--- config.mk ---
export PLATFORM = sky130hd
export DESIGN_NAME = spi_dbuf_slave
export DESIGN_NICKNAME = d
export VERILOG_FILES = /design/src/rtl/spi_dbuf_pkg.sv /design/src/rtl/spi_dbuf_ctrl.sv /design/src/rtl/spi_dbuf_dpath.sv /design/src/rtl/spi_dbuf_slave.sv
export SDC_FILE = /design/constraint.sdc
export NUM_CORES = 1
export LEC_CHECK = 0
export BUFFER_PORTS_ARGS = -buffer_cell sky130_fd_sc_hd__buf_2
export CAP_MARGIN = 20
export CORE_UTILIZATION = 57
export DETAILED_ROUTE_END_ITERATION = 8
export PLACE_DENSITY = 0.79
export SYNTH_ARGS = -nofsm -noshare
export SYNTH_HDL_FRONTEND = slang
export SYNTH_SLANG_ARGS = --single-unit
--- constraint.sdc ---
create_clock -name clk -period 2 [get_ports clk]
set_input_delay 0.2 -clock clk [delete_from_list [all_inputs] [get_ports clk]]
set_output_delay 0.2 -clock clk [all_outputs]
set_load 0.02 [all_outputs]
--- src/rtl/spi_dbuf_pkg.sv ---
package spi_dbuf_pkg;
  localparam int WORD_BITS = 8;
  localparam int SYNC_STAGES = 2;

  typedef struct packed {
    logic loadDirect;
    logic loadBuf;
    logic loadRepeat;
    logic bufWrite;
    logic shiftOut;
    logic sampleIn;
    logic captureRx;
  } strobe_t;
endpackage

--- src/rtl/spi_dbuf_ctrl.sv ---
module spi_dbuf_ctrl
  import spi_dbuf_pkg::*;
#(
  parameter int WORD_W = WORD_BITS,
  parameter int SYNC_N = SYNC_STAGES
) (
  input  logic    clk,
  input  logic    rstN,
  input  logic    startStb,
  input  logic    stopStb,
  input  logic    intMode,
  input  logic    wrEn,
  input  logic    sclkIn,
  output logic    chanOn,
  output logic    busy,
  output logic    bufFull,
  output logic    irq,
  output strobe_t str
);
  localparam int CNT_W = $clog2(WORD_W);
  localparam logic [CNT_W-1:0] LAST = CNT_W'(WORD_W - 1);

  logic [SYNC_N:0]  sclkPipe;
  logic [CNT_W-1:0] bitCnt;
  logic             loaded;
  logic             rise, fall, endWord;
  strobe_t          s;

  always_comb begin
    rise    = sclkPipe[SYNC_N-1] & ~sclkPipe[SYNC_N];
    fall    = ~sclkPipe[SYNC_N-1] & sclkPipe[SYNC_N];
    endWord = chanOn && rise && (bitCnt == LAST);
    s.loadDirect = chanOn && !stopStb && wrEn && !loaded && (bitCnt == '0) && !rise;
    s.bufWrite   = chanOn && !stopStb && wrEn && !s.loadDirect;
    s.loadBuf    = endWord && bufFull;
    s.loadRepeat = endWord && !bufFull;
    s.shiftOut   = chanOn && fall;
    s.sampleIn   = chanOn && rise;
    s.captureRx  = endWord && loaded;
  end

  assign str = s;

  always_ff @(posedge clk) begin
    if (!rstN) begin
      sclkPipe <= '0;
      chanOn   <= 1'b0;
      loaded   <= 1'b0;
      bitCnt   <= '0;
      busy     <= 1'b0;
      bufFull  <= 1'b0;
      irq      <= 1'b0;
    end else begin
      sclkPipe <= {sclkPipe[SYNC_N-1:0], sclkIn};
      if (stopStb) begin
        chanOn  <= 1'b0;
        loaded  <= 1'b0;
        bitCnt  <= '0;
        busy    <= 1'b0;
        bufFull <= 1'b0;
        irq     <= 1'b0;
      end else begin
        if (startStb) chanOn <= 1'b1;
        if (chanOn && rise) bitCnt <= endWord ? '0 : bitCnt + CNT_W'(1);
        if (s.loadDirect || s.loadBuf) loaded <= 1'b1;
        else if (s.loadRepeat)         loaded <= 1'b0;
        if (endWord) busy <= 1'b0;
        else if (chanOn && rise && (bitCnt == '0) && loaded) busy <= 1'b1;
        if (s.bufWrite)     bufFull <= 1'b1;
        else if (s.loadBuf) bufFull <= 1'b0;
        irq <= chanOn && (intMode ? (s.loadBuf || s.loadDirect) : s.captureRx);
      end
    end
  end

  assert_busy_on_R1: assert property (@(posedge clk) disable iff (!rstN)
    busy |-> chanOn);
  assert_stop_clears_R1: assert property (@(posedge clk) disable iff (!rstN)
    stopStb |=> (!busy && !bufFull && !chanOn));
  assert_full_hold_R5: assert property (@(posedge clk) disable iff (!rstN)
    (chanOn && bufFull && !stopStb && !endWord) |=> bufFull);
  assert_busy_loaded_R8: assert property (@(posedge clk) disable iff (!rstN)
    $rose(busy) |-> $past(loaded));
  assert_irq_on_R9: assert property (@(posedge clk) disable iff (!rstN)
    irq |-> $past(chanOn));
endmodule

--- src/rtl/spi_dbuf_dpath.sv ---
module spi_dbuf_dpath
  import spi_dbuf_pkg::*;
#(
  parameter int WORD_W = WORD_BITS,
  parameter int SYNC_N = SYNC_STAGES
) (
  input  logic              clk,
  input  logic              rstN,
  input  strobe_t           str,
  input  logic              bufFull,
  input  logic [WORD_W-1:0] wrData,
  input  logic              sdIn,
  output logic [WORD_W-1:0] rdData,
  output logic              sdOut
);
  logic [SYNC_N-1:0] sdPipe;
  logic [WORD_W-1:0] bufWord, txShift, lastTx, rxShift, rxWord;
  logic              outBit;
  logic              sdBit;

  assign sdBit  = sdPipe[SYNC_N-1];
  assign sdOut  = outBit;
  assign rdData = bufFull ? bufWord : rxWord;

  always_ff @(posedge clk) begin
    if (!rstN) begin
      sdPipe  <= '0;
      bufWord <= '0;
      txShift <= '0;
      lastTx  <= '0;
      rxShift <= '0;
      rxWord  <= '0;
      outBit  <= 1'b0;
    end else begin
      sdPipe <= {sdPipe[SYNC_N-2:0], sdIn};
      if (str.bufWrite) bufWord <= wrData;
      if (str.loadDirect) begin
        txShift <= {wrData[WORD_W-2:0], 1'b0};
        outBit  <= wrData[WORD_W-1];
        lastTx  <= wrData;
      end else if (str.loadBuf) begin
        txShift <= bufWord;
        lastTx  <= bufWord;
      end else if (str.loadRepeat) begin
        txShift <= lastTx;
      end else if (str.shiftOut) begin
        outBit  <= txShift[WORD_W-1];
        txShift <= {txShift[WORD_W-2:0], 1'b0};
      end
      if (str.sampleIn)  rxShift <= {rxShift[WORD_W-2:0], sdBit};
      if (str.captureRx) rxWord  <= {rxShift[WORD_W-2:0], sdBit};
    end
  end

  assert_sdout_hold_R2: assert property (@(posedge clk) disable iff (!rstN)
    !(str.shiftOut || str.loadDirect) |=> $stable(sdOut));
  assert_rx_hold_R11: assert property (@(posedge clk) disable iff (!rstN)
    !str.captureRx |=> $stable(rxWord));
endmodule

--- src/rtl/spi_dbuf_slave.sv ---
module spi_dbuf_slave
  import spi_dbuf_pkg::*;
#(
  parameter int WORD_W = WORD_BITS,
  parameter int SYNC_N = SYNC_STAGES
) (
  input  logic              clk,
  input  logic              rstN,
  input  logic              startStb,
  input  logic              stopStb,
  input  logic              intMode,
  input  logic              wrEn,
  input  logic [WORD_W-1:0] wrData,
  output logic [WORD_W-1:0] rdData,
  output logic              chanOn,
  output logic              busy,
  output logic              bufFull,
  output logic              irq,
  input  logic              sclkIn,
  input  logic              sdIn,
  output logic              sdOut
);
  strobe_t str;

  spi_dbuf_ctrl #(.WORD_W(WORD_W), .SYNC_N(SYNC_N)) u_ctrl (
    .clk(clk), .rstN(rstN), .startStb(startStb), .stopStb(stopStb),
    .intMode(intMode), .wrEn(wrEn), .sclkIn(sclkIn), .chanOn(chanOn),
    .busy(busy), .bufFull(bufFull), .irq(irq), .str(str)
  );

  spi_dbuf_dpath #(.WORD_W(WORD_W), .SYNC_N(SYNC_N)) u_dpath (
    .clk(clk), .rstN(rstN), .str(str), .bufFull(bufFull), .wrData(wrData),
    .sdIn(sdIn), .rdData(rdData), .sdOut(sdOut)
  );
endmodule

==> reports/results.tsv <==
metric	value	unit
first-pass GRT wire length	7840	µm
CP Capture Type	flip-flop	
syn_area_per_cell	9.28	µm²
layout cell share with drive strength beyond 1	19.6	%
Post-Synthesis Cells	258	
Worst-Margin Slew	0.476	ns
Yosys reg bits	53	
Vias	1865	
async set-reset flop share out of synthesis	0	%
Pint	1.48	mW
vias in the first global route	1712	
Critical path buffers and inverters	1	
Sequential Power Share	56.8	%
DRT iter0 DRCs	121	
vias per inst	5.57	
pin count of the biggest net entering global routing	26	
outcome	finished, final reports clean	
setup_tns	0	ns
buffer count from post-CTS setup fixing	0	
period utilization	90.6	%
Post-CTS Resized	0	
Routed Antenna Nets	0	
number of filler cells placed in the layout	339	
initial antenna violation count	0	
PortBufs	28	
Clock Tree Root	clkbuf_8	
NumNets Final	303	
GRT Resource Usage Total	23.8	%
Setup violations, final	0	
CP Max Fanout	25	
VDD IR max	0.456	mV
Req. time, crit path	2.21	ns
clk_lat worst skew	0.32	ns
CTS H-Tree Depth	2	
Max-slew headroom	68.1	%
Max Cap Viol	0	
part of the power in combinational logic	4.6	%
CP cell instances	inv_1, ha_1, nand2b_1, or4_4, o21ai_0, a31oi_1	
crit path max-delay cell type	or4_4	
CTS tree	built	
final cell count without fillers	335	
clock slew at reported path FFs	0.10	ns
synth cell count leaders	dfxtp_1, nand2_1, a21boi_0	
clock share of power	38.6	%
drt pass-1 iters	4	
most frequent cell after synthesis	dfxtp_1	
Ys Warns	0	
sw power	411	µW
routed len/inst	14.5	µm
post-synthesis cell type count	38	
CP Data Arrival Time	2.02	ns
Post-Syn Area	0.00239	mm²
gpl congestion	0.855	
pwr/cell area	709	mW/mm²
ant diodes	0	
f_max	0.552	GHz
slowest stage delay, CP	0.67	ns
Die X	66.8	µm
Leakage	0.965	nW
Min-Delay Path Class	input pin to flip-flop	
Die Height	66.8	µm
FP Rows	23	
cell taking the most area after synthesis	dfxtp_1	
Final min period	1.81	ns
Clock Path Buffers	2	
Startpoint Class	flip-flop	
Boundary Pins	29	
Clock Sinks	53	
CP delay by family, top	simple AND/OR/NAND/NOR gates	
RSZ-0062 raised after global routing	false	
Total Wirelength	4850	µm
Starting Density	59.4	%
worst r2r src	u_ctrl.bitCnt[0]	
sequential cell area fraction in the yosys report	44.3	%
area share of the largest cell type after synthesis	44.3	%
count of final hold-check violations	0	
number of synthesized flops with an enable pin	0	
fin. max-slew vios	0	
main flop type after synthesis	dfxtp_1	
placed cell count	327	
hold buffer count at cts	0	
TritonCTS Buffers	5	
grt ovf	0	
synth top area cells	dfxtp_1, a21boi_0, mux2i_1	
number of remaining DRC errors	0	
crit path launch	u_ctrl.bitCnt[0]	
worst setup path category	flip-flop to flip-flop	
hpwl dp	3420	µm
hold path startpoint	intMode	
clk_skew	0.0130	ns
switching portion of total power	21.7	%
Core ar.	0.00403	mm²
die area	0.00446	mm²
Syn Nets	277	
Syn-to-layout area delta	11.7	%
==> layout by cell type (no fill, tap or decap), types with 3 or more instances in the layout <==
master / n
ha_1: 3
mux2i_1: 16
nand2_1: 32
and2_1: 7
o21ai_1: 6
nand2b_1: 3
clkbuf_8: 5
dfxtp_1: 53
nand3_1: 15
nor2b_1: 9
buf_4: 10
inv_1: 5
buf_2: 28
a21boi_0: 22
a21oi_1: 13
nor2_1: 12
mux2_2: 7
a221oi_1: 6
a22oi_1: 7
==> cells by family (layout without fill, tap and decap cells) <==
| logic type | Yosys count | in the layout | share of synthesized area, % |
|---|---|---|---|
| compound gates | 64 | 64 | 18.7 |
| fa+ha+maj | 3 | 3 | 1.57 |
| buf+inv | 24 | 51 | 5.38 |
| flops | 53 | 53 | 44.3 |
| mux | 23 | 23 | 9.98 |
| simple gates | 91 | 91 | 20.0 |
==> worst register-to-register path, cell delays in order, from the launching register on <==
cell and delay (ns):
dfxtp_1 0.34, inv_1 0.06, ha_1 0.16, nand2b_1 0.14
or4_4 0.67, o21ai_0 0.29, a31oi_1 0.06
==> layout make-up <==
cell class / count / area [µm²] / share of cell area (%)
Sequential cell: 53 / 1060 / 39.7
Clock inverter: 2 / 38.8 / 1.45
Tap cell: 50 / 62.6 / 2.34
Inverter: 5 / 18.8 / 0.702
Multi-Input combinational cell: 181 / 1200 / 45.0
Clock buffer: 6 / 72.6 / 2.72
Timing Repair Buffer: 38 / 215 / 8.05
==> flip-flops by register name, indices dropped and copies added, names as in the netlist <==
| name | flops |
|---|---|
| u_ctrl.sclkPipe | 3 |
| u_dpath.lastTx | 8 |
| u_ctrl.bufFull | 1 |
| u_ctrl.bitCnt | 3 |
| u_dpath.rxWord | 8 |
| u_dpath.bufWord | 8 |
| u_dpath.txShift | 8 |
| u_ctrl.chanOn | 1 |
| u_dpath.sdOut | 1 |
| u_ctrl.busy | 1 |
| u_ctrl.loaded | 1 |
| u_dpath.rxShift | 7 |
| u_ctrl.irq | 1 |
| u_dpath.sdPipe | 2 |
==> through the flow <==
step	power [mW]	worst slack, ns	util [%]	hold WS (ns)	cell area, µm²
floorplan	1.15	0.278	-	0.288	2390
global placement	1.19	0.257	63.6	0.405	2560
detailed placement	1.19	0.201	63.6	0.407	2560
CTS	1.90	0.196	66.3	0.0749	2670
global route	1.95	0.0596	66.3	0.0806	2670
finish	1.89	0.187	66.3	0.0808	2670
==> layer usage <==
metal	wire [µm]	vias to the layer above	global-route usage [%]	part of all wire, %
met5	0	-	0	0
met4	93	0	12.2	1.9
met3	209	8	3.77	4.3
met2	2280	42	39.8	47
met1	2260	856	29.1	47
li1	-	959	-	-
==> worst paths after layout <==
check / to / slack [ns] / cells past startpoint
max reg2reg: u_dpath.txShift[6] / 0.19 / 6
min reg2reg: u_ctrl.sclkPipe[1] / 0.44 / 1
min: u_ctrl.irq / 0.08 / 2
max: u_dpath.txShift[6] / 0.19 / 6
==> power groups by stage <==
stage               sequential [mW]  clock (mW)  combinational [mW]
floorplan                      1.10           0              0.0542
global placement               1.10           0              0.0858
detailed placement             1.10           0              0.0865
CTS                            1.08       0.742              0.0866
global route                   1.08       0.777              0.0943
finish                         1.08       0.731              0.0869
Power figures use the tool's default switching activity.
